===== config.mk =====
export PLATFORM = sky130hd
export DESIGN_NAME = lut_logic_unit
export DESIGN_NICKNAME = d
export VERILOG_FILES = /design/src/rtl/lut_pkg.sv /design/src/rtl/lut_table_pick.sv /design/src/rtl/lut_lane_array.sv /design/src/rtl/lut_cf_merge.sv /design/src/rtl/lut_logic_unit.sv
export SDC_FILE = /design/constraint.sdc
export NUM_CORES = 1
export LEC_CHECK = 0
export BUFFER_PORTS_ARGS = -buffer_cell sky130_fd_sc_hd__buf_2
export CAP_MARGIN = 30
export CORE_UTILIZATION = 39
export DETAILED_ROUTE_END_ITERATION = 7
export HOLD_SLACK_MARGIN = 0.06
export PLACE_DENSITY = 0.69
export SLEW_MARGIN = 15
export SYNTH_ARGS = -nofsm -noshare
export SYNTH_HDL_FRONTEND = slang
export SYNTH_HIERARCHICAL = 1
export SYNTH_SLANG_ARGS = --single-unit
export TNS_END_PERCENT = 10

===== constraint.sdc =====
create_clock -name clk -period 5 [get_ports clk]
set_input_delay 0 -clock clk [delete_from_list [all_inputs] [get_ports clk]]
set_output_delay 0 -clock clk [all_outputs]
set_load 0.05 [all_outputs]

===== src/rtl/lut_pkg.sv =====
package lut_pkg;
  typedef enum logic [1:0] {
    MODE_TERN    = 2'b00,
    MODE_BIN_REG = 2'b01,
    MODE_BIN_CF  = 2'b10,
    MODE_CF_TERN = 2'b11
  } lut_mode_e;

  // three-input table lookup, table bit index {c,b,a}
  function automatic logic lut3_eval(input logic [7:0] tbl, input logic a,
                                     input logic b, input logic c);
    return tbl[{c, b, a}];
  endfunction

  // two-input table lookup, table bit index {b,a}
  function automatic logic lut2_eval(input logic [3:0] tbl, input logic a,
                                     input logic b);
    return tbl[{b, a}];
  endfunction
endpackage


===== src/rtl/lut_table_pick.sv =====
module lut_table_pick #(
  parameter int TBL_W = 4
) (
  input  logic [1:0]         mode,
  input  logic [2*TBL_W-1:0] tbl_byte,
  input  logic               nib_sel,
  input  logic [TBL_W-1:0]   cf_table,
  output logic [TBL_W-1:0]   tbl2
);
  import lut_pkg::*;
  logic [TBL_W-1:0] nibble;

  assign nibble = nib_sel ? tbl_byte[2*TBL_W-1:TBL_W] : tbl_byte[TBL_W-1:0];
  assign tbl2   = (lut_mode_e'(mode) == MODE_BIN_CF) ? cf_table : nibble;
endmodule


===== src/rtl/lut_lane_array.sv =====
module lut_lane_array #(
  parameter int WIDTH = 64
) (
  input  logic [7:0]       tbl3,
  input  logic [3:0]       tbl2,
  input  logic [WIDTH-1:0] opa,
  input  logic [WIDTH-1:0] opb,
  input  logic [WIDTH-1:0] dst_old,
  output logic [WIDTH-1:0] tern_out,
  output logic [WIDTH-1:0] bin_out
);
  import lut_pkg::*;
  for (genvar i = 0; i < WIDTH; i++) begin : g_lane
    assign tern_out[i] = lut3_eval(tbl3, opb[i], opa[i], dst_old[i]);
    assign bin_out[i]  = lut2_eval(tbl2, opb[i], opa[i]);
  end
endmodule


===== src/rtl/lut_cf_merge.sv =====
module lut_cf_merge #(
  parameter int FIELD_W = 4
) (
  input  logic [FIELD_W-1:0] new_field,
  input  logic [FIELD_W-1:0] old_field,
  input  logic [FIELD_W-1:0] mask,
  output logic [FIELD_W-1:0] merged
);
  for (genvar k = 0; k < FIELD_W; k++) begin : g_bit
    assign merged[k] = mask[k] ? new_field[k] : old_field[k];
  end
endmodule


===== src/rtl/lut_logic_unit.sv =====
module lut_logic_unit #(
  parameter int DATA_W  = 64,
  parameter int FIELD_W = 4
) (
  input  logic               clk,
  input  logic               rst_n,
  input  logic               in_valid,
  input  logic [1:0]         mode,
  input  logic [DATA_W-1:0]  opa,
  input  logic [DATA_W-1:0]  opb,
  input  logic [DATA_W-1:0]  dst_old,
  input  logic [7:0]         imm,
  input  logic [7:0]         tbl_byte,
  input  logic               nib_sel,
  input  logic [FIELD_W-1:0] cf_table,
  input  logic [FIELD_W-1:0] cf_mask,
  output logic [DATA_W-1:0]  res,
  output logic               out_valid
);
  import lut_pkg::*;
  localparam int PAD_W = DATA_W - FIELD_W;

  logic [FIELD_W-1:0] tbl2_w;
  logic [DATA_W-1:0]  tern_w;
  logic [DATA_W-1:0]  bin_w;
  logic [FIELD_W-1:0] cf_merged_w;
  logic [DATA_W-1:0]  next_res;

  lut_table_pick #(.TBL_W(FIELD_W)) u_pick (
    .mode(mode), .tbl_byte(tbl_byte), .nib_sel(nib_sel),
    .cf_table(cf_table), .tbl2(tbl2_w)
  );

  lut_lane_array #(.WIDTH(DATA_W)) u_lanes (
    .tbl3(imm), .tbl2(tbl2_w), .opa(opa), .opb(opb), .dst_old(dst_old),
    .tern_out(tern_w), .bin_out(bin_w)
  );

  lut_cf_merge #(.FIELD_W(FIELD_W)) u_merge (
    .new_field(tern_w[FIELD_W-1:0]), .old_field(dst_old[FIELD_W-1:0]),
    .mask(cf_mask), .merged(cf_merged_w)
  );

  always_comb begin
    case (lut_mode_e'(mode))
      MODE_TERN:    next_res = tern_w;
      MODE_CF_TERN: next_res = {{PAD_W{1'b0}}, cf_merged_w};
      default:      next_res = bin_w;
    endcase
  end

  always_ff @(posedge clk) begin
    if (!rst_n) begin
      res       <= '0;
      out_valid <= 1'b0;
    end else begin
      out_valid <= in_valid;
      if (in_valid) res <= next_res;
    end
  end
endmodule


== Word-level counts from Yosys, hierarchy flattened ==
Index checks and enable logic that the tools add are counted.
W data, S select, Z words.

* $lt $le $gt $ge: 128
* Eq/ne operators: 2
* Muxes and demuxes: 263
* Reductions and logical operators: 1

{| class="wikitable"
|+ Operator list
! kind !! count
|-
| $lt A3 B4 Y1 const B || 64
|-
| $bmux W1 S3 || 64
|-
| $lt A2 B3 Y1 const B || 64
|-
| $mux W1 || 132
|-
| $bmux W1 S2 || 64
|-
| $pmux W64 S2 || 1
|-
| $mux W4 || 2
|-
| $eq A2 B2 Y1 const B || 2
|-
| $logic_not A2 Y1 || 1
|}

* Register bits after elaboration: 65
* Input port bits: 222
* Output and inout port bits: 65
* Logic and storage cells: 396

== Logic depth before layout (Yosys ltp) ==
* Depth after elaboration: 5
* Gate-level depth with buffers: 8
* Mapped depth without buffers: 6

== Cells and area by module ==
Netlist, hierarchy kept.

{| class="wikitable"
|+ By module, submodules not included
! module !! instances !! cells each !! area an instance (um^2) !! seq. area each (um^2)
|-
| lut_lane_array || 1 || 337 || 5791.8 || 0.0
|-
| lut_logic_unit || 1 || 301 || 3367.0 || 1301.2
|-
| lut_table_pick || 1 || 9 || 96.3 || 0.0
|-
| lut_cf_merge || 1 || 4 || 60.1 || 0.0
|}

== Worst setup path after synthesis ==
OpenSTA, ideal clock, no wires.

* Path kind: input port to flip-flop
* Start: input port nib_sel
* End: register res[4]
* Setup time: 124 ps
* Arrival: 1642 ps
* Required time: 4876 ps
* Slack: 3233 ps
* Stages: 7
* Buffers on the path: 2
* Path through: mux2_1 > mux2_2 > clkbuf_1 > clkbuf_1 > mux4_2 > a22oi_4 > a21oi_2

* Word-level cells in the longest chain between the ends: 5

{| class="wikitable"
|+ Ends and longest elaborated chain
! element !! line !! text
|-
| from (decl) || lut_logic_unit.sv:14 || <nowiki>input logic nib_sel,</nowiki>
|-
| $mux W4 || lut_table_pick.sv:13 || <nowiki>assign nibble = nib_sel ? tbl_byte[2*TBL_W-1:TBL_W] : tbl_byte[TBL_W-1:0];</nowiki>
|-
| $mux W4 || lut_table_pick.sv:14 || <nowiki>assign tbl2 = (lut_mode_e'(mode) == MODE_BIN_CF) ? cf_table : nibble;</nowiki>
|-
| named net tbl2_w[3] || lut_logic_unit.sv:23 || <nowiki>logic [FIELD_W-1:0] tbl2_w;</nowiki>
|-
| $bmux W1 S2 || lut_pkg.sv:18 || <nowiki>return tbl[{b, a}];</nowiki>
|-
| $mux W1 (implied by the code) || lut_pkg.sv:18 ||
|-
| named net bin_w[4] || lut_logic_unit.sv:25 || <nowiki>logic [DATA_W-1:0] bin_w;</nowiki>
|-
| $pmux W64 S2 || lut_logic_unit.sv:45 || <nowiki>case (lut_mode_e'(mode))</nowiki>
|-
| to (signal assigned) || lut_logic_unit.sv:58 || <nowiki>if (in_valid) res <= next_res;</nowiki>
|-
| to (decl) || lut_logic_unit.sv:17 || <nowiki>output logic [DATA_W-1:0] res,</nowiki>
|}

The timed path passes the listed nets, and every way through them passes these cells. The select of a mux whose other input is x is not followed.
A chain may end at the register's enable or synchronous reset.

== Worst setup path in the final report ==
* Start: input port imm[5]
* End: register res[1]

* Word-level cells in the longest chain between the ends: 4

{| class="wikitable"
|+ Ends and longest elaborated chain
! element !! line !! text
|-
| from (decl) || lut_logic_unit.sv:12 || <nowiki>input logic [7:0] imm,</nowiki>
|-
| $bmux W1 S3 || lut_pkg.sv:12 || <nowiki>return tbl[{c, b, a}];</nowiki>
|-
| $mux W1 (implied by the code) || lut_pkg.sv:12 ||
|-
| named net tern_w[1] || lut_logic_unit.sv:24 || <nowiki>logic [DATA_W-1:0] tern_w;</nowiki>
|-
| $mux W1 || lut_cf_merge.sv:10 || <nowiki>assign merged[k] = mask[k] ? new_field[k] : old_field[k];</nowiki>
|-
| named net cf_merged_w[1] || lut_logic_unit.sv:26 || <nowiki>logic [FIELD_W-1:0] cf_merged_w;</nowiki>
|-
| $pmux W64 S2 || lut_logic_unit.sv:45 ||
|}

The timed path passes the listed nets, and every way through them passes these cells. The select of a mux whose other input is x is not followed.

==> impl_metrics.prom <==
# TYPE chip_impl_metric gauge
chip_impl_metric{name="placement.cell_area",unit="um2"} 10600
chip_impl_metric{name="design.portCount",unit=""} 287
chip_impl_metric{name="antenna_violations_before_repair",unit=""} 2
chip_impl_metric{name="finalWirelength",unit="mm"} 29.7
chip_impl_metric{name="timing_limited_maximum_frequency",unit="GHz"} 0.534
chip_impl_metric{name="layout-drive-gt1-share",unit="%"} 72.0
chip_impl_metric{name="dp_worst_setup_slack",unit="ns"} 2.74
chip_impl_metric{name="max_cap_viol_count",unit=""} 0
chip_impl_metric{name="htree_num_levels",unit=""} 3
chip_impl_metric{name="postSynth.asyncResetShare",unit="%"} 0
chip_impl_metric{name="detailedRoute.firstIterationViolations",unit=""} 490
chip_impl_metric{name="finalMaxSlewViolations",unit=""} 0
chip_impl_metric{name="worst_ir_drop_on_vdd",unit="uV"} 164
chip_impl_info{name="netlist_top_cells_area",value="sky130_fd_sc_hd__mux4_1, sky130_fd_sc_hd__mux4_2, sky130_fd_sc_hd__dfxtp_1"} 1
chip_impl_metric{name="drtPass1Iterations",unit=""} 4
chip_impl_metric{name="p_int",unit="mW"} 1.53
chip_impl_metric{name="place_congestion",unit=""} 0.753
chip_impl_info{name="cell_taking_the_most_area_after_synthesis",value="sky130_fd_sc_hd__mux4_1"} 1
chip_impl_metric{name="clk-insertion-delay-late",unit="ns"} 0.34
chip_impl_info{name="grt_setup_unrepaired",value="no"} 1
chip_impl_metric{name="cts_made_buffers",unit=""} 9
chip_impl_metric{name="detailedPlacementHpwl",unit="mm"} 18.5
chip_impl_metric{name="layout_worst_path_cycle_share",unit="%"} 37.5
chip_impl_metric{name="cts_resized",unit=""} 0
chip_impl_metric{name="cts-hold-fix-buffers",unit=""} 0
chip_impl_info{name="cts-root-buf",value="sky130_fd_sc_hd__clkbuf_16"} 1
chip_impl_info{name="timing.critical_path.to_type",value="register"} 1
chip_impl_metric{name="syn_avg_cell_area",unit="um2"} 14.3
chip_impl_metric{name="finalSetupViolCount",unit=""} 0
chip_impl_metric{name="finalCoreUtilization",unit="%"} 46.4
chip_impl_metric{name="min_cycle_time_layout",unit="ns"} 1.87
chip_impl_metric{name="power.sequential.fraction",unit="%"} 23.7
chip_impl_metric{name="area.growth.synth_to_final",unit="%"} 17.0
chip_impl_metric{name="post_synth_inst_count",unit=""} 651
chip_impl_metric{name="critical_path_arrival",unit="ns"} 2.09
chip_impl_metric{name="setup_tns",unit="ns"} 0
chip_impl_info{name="globalRoute.busiestLayer",value="met2"} 1
chip_impl_metric{name="combinational_share_of_power",unit="%"} 47.5
chip_impl_metric{name="gr-total-overflow",unit=""} 0
chip_impl_metric{name="via_per_inst",unit=""} 6.40
chip_impl_metric{name="row_count",unit=""} 56
chip_impl_metric{name="power_leakage",unit="nW"} 4.30
chip_impl_metric{name="postRouteAntennaNets",unit=""} 0
chip_impl_metric{name="p_clk_share",unit="%"} 28.8
chip_impl_metric{name="synthesis.area",unit="um2"} 9320
chip_impl_metric{name="p_sw_share",unit="%"} 37.3
chip_impl_metric{name="synthDistinctLibCells",unit=""} 29
chip_impl_metric{name="hold_viol",unit=""} 0
chip_impl_info{name="tritoncts_clock_tree",value="done"} 1
chip_impl_metric{name="route.vias.total",unit=""} 7530
chip_impl_metric{name="finClkSkew",unit="ns"} 0
chip_impl_metric{name="route.detailed.drc",unit=""} 0
chip_impl_metric{name="seq_area_frac_synth",unit="%"} 14.0
chip_impl_metric{name="slew-limit-headroom",unit="%"} 44.5
chip_impl_metric{name="path_clk_slew",unit="ns"} 0.07
chip_impl_metric{name="power.switching",unit="uW"} 913
chip_impl_metric{name="yosys_warnings",unit=""} 6
chip_impl_metric{name="syn-num-nets",unit=""} 875
chip_impl_info{name="outcome",value="finished, final reports clean"} 1
chip_impl_metric{name="global_route.usage.met3",unit="%"} 5.18
chip_impl_info{name="synthFlopType",value="sky130_fd_sc_hd__dfxtp_1"} 1
chip_impl_metric{name="grt_util_met1",unit="%"} 30.1
chip_impl_metric{name="required_worst_endpoint",unit="ns"} 5.22
chip_impl_metric{name="worst_slew_pin_slew",unit="ns"} 0.832
chip_impl_metric{name="io_buffers",unit=""} 286
chip_impl_metric{name="clk_path_buf_depth",unit=""} 2
chip_impl_metric{name="floorplan.initialDensity",unit="%"} 39.7
chip_impl_metric{name="routedWlPerCell",unit="um"} 25.3
chip_impl_info{name="path_class",value="input port to register"} 1
chip_impl_metric{name="grt_start_max_net_pins",unit=""} 66
chip_impl_metric{name="global_route_wire_length_before_repair",unit="mm"} 44.4
chip_impl_metric{name="synth-edff-count",unit=""} 0
chip_impl_metric{name="fp.dieH",unit="um"} 157
chip_impl_metric{name="gr-usage-met2",unit="%"} 42.4
chip_impl_metric{name="die_area",unit="um2"} 24500
chip_impl_metric{name="die_width",unit="um"} 157
chip_impl_info{name="hp-class",value="input port to register"} 1
chip_impl_metric{name="largest_fanout_of_any_net_on_the_critical_path",unit=""} 33
chip_impl_metric{name="synth_top_area_share",unit="%"} 25.4
chip_impl_metric{name="total_power",unit="mW"} 2.45
chip_impl_metric{name="design.final.nets",unit=""} 1075
chip_impl_metric{name="final_cell_area",unit="um2"} 10900
chip_impl_info{name="start_kind",value="input port"} 1
chip_impl_metric{name="cts_setup_buffers",unit=""} 0
chip_impl_metric{name="power.density_cell_area",unit="nW/um2"} 224
chip_impl_metric{name="coreArea",unit="um2"} 23500
chip_impl_metric{name="grt_use_total",unit="%"} 24.2
chip_impl_metric{name="grt_pass1_vias",unit=""} 7567
chip_impl_metric{name="cts_sinks",unit=""} 65
chip_impl_metric{name="number_of_synthesized_register_bits",unit=""} 65
chip_impl_metric{name="fin_ws",unit="ns"} 3.13
## through the flow
stage / hold WS [ns] / instances
detailed placement: 0.439 / 1159
floorplan: 0.302 / 651
finish: 0.0969 / 1176
global placement: 0.433 / 1159
global route: 0.100 / 1176
CTS: 0.0812 / 1175
## critical path, stage by stage
cell	delay, ns
sky130_fd_sc_hd__buf_2	0.31
sky130_fd_sc_hd__buf_4	0.34
sky130_fd_sc_hd__mux4_1	0.50
sky130_fd_sc_hd__mux2_2	0.29
sky130_fd_sc_hd__mux2_4	0.26
sky130_fd_sc_hd__a221oi_1	0.28
sky130_fd_sc_hd__nor3b_1	0.08
## registers in the layout (all words and copies together) (netlist names)
signal,flops
out_valid,1
res,64
## synthesized netlist by cell type, types with 2 or more instances
cell type / number
sky130_fd_sc_hd__buf_6: 7
sky130_fd_sc_hd__mux2_1: 4
sky130_fd_sc_hd__a22oi_2: 57
sky130_fd_sc_hd__mux4_2: 102
sky130_fd_sc_hd__o21ai_0: 61
sky130_fd_sc_hd__a21oi_2: 60
sky130_fd_sc_hd__ha_1: 2
sky130_fd_sc_hd__buf_2: 43
sky130_fd_sc_hd__nor3b_1: 3
sky130_fd_sc_hd__clkbuf_8: 3
sky130_fd_sc_hd__nand2b_1: 2
sky130_fd_sc_hd__clkbuf_1: 41
sky130_fd_sc_hd__buf_12: 7
sky130_fd_sc_hd__buf_4: 4
sky130_fd_sc_hd__o22ai_1: 2
sky130_fd_sc_hd__mux4_1: 90
sky130_fd_sc_hd__clkbuf_2: 11
sky130_fd_sc_hd__mux2_2: 68
sky130_fd_sc_hd__mux2_4: 4
sky130_fd_sc_hd__dfxtp_1: 65
sky130_fd_sc_hd__a221oi_1: 4
sky130_fd_sc_hd__inv_1: 2
sky130_fd_sc_hd__a22oi_4: 3
## metal layers
metal	share of wire (%)	wire length [um]
met1	39	11600
met2	51	15100
met3	8.2	2430
met4	1.6	481
met5	0.034	10
## power groups by stage
stage	Clock, mW	Combinational, mW	Sequential, mW
final	0.705	1.16	0.581
after global routing	0.748	1.23	0.586
after CTS	0.726	1.16	0.581
after detailed placement	0	1.16	0.592
after global placement	0	1.14	0.591
after floorplan	0	0.718	0.741
## final timing paths
path	cells past startpoint	endpoint	start	slack, ns
worst max-delay path	7	res[1]	imm[5]	3.13
worst min-delay path	4	res[39]	dst_old[39]	0.1
worst max register to register	2	res[2]	res[2]	4.24
worst min register to register	2	res[23]	res[23]	0.52
## layout make-up
cell class | count | area (um2)
Fill cell | 2095 | 12600
Multi-Input combinational cell | 468 | 7300
Antenna cell | 1 | 2.50
Tap cell | 319 | 399
Timing Repair Buffer | 305 | 1580
Clock inverter | 6 | 82.6
Inverter | 2 | 7.51
Clock buffer | 10 | 229
Sequential cell | 65 | 1300
## cell usage in the layout, fill, tap and decap left out, types with 4 or more instances in the layout
| cell | n |
|---|---|
| sky130_fd_sc_hd__a221oi_1 | 4 |
| sky130_fd_sc_hd__mux2_4 | 4 |
| sky130_fd_sc_hd__mux2_2 | 68 |
| sky130_fd_sc_hd__mux4_1 | 90 |
| sky130_fd_sc_hd__a22oi_2 | 57 |
| sky130_fd_sc_hd__a21oi_2 | 60 |
| sky130_fd_sc_hd__mux2_1 | 4 |
| sky130_fd_sc_hd__dfxtp_1 | 65 |
| sky130_fd_sc_hd__o21ai_0 | 61 |
| sky130_fd_sc_hd__clkbuf_16 | 9 |
| sky130_fd_sc_hd__buf_4 | 20 |
| sky130_fd_sc_hd__buf_2 | 285 |
| sky130_fd_sc_hd__mux4_2 | 102 |
## cells by family (layout without fill, tap and decap cells)
kind of cell	count (synthesis)	in the layout	synth area share [%]
flip-flops	65	65	14.0
AND/OR/NAND/NOR	10	10	0.752
buffers and inverters	118	323	7.75
other	0	1	0
AO/OA/AOI/OAI	188	188	17.9
adder cells (fa/ha/maj)	2	2	0.269
multiplexers	268	268	59.4
Power figures use the tool's default switching activity.
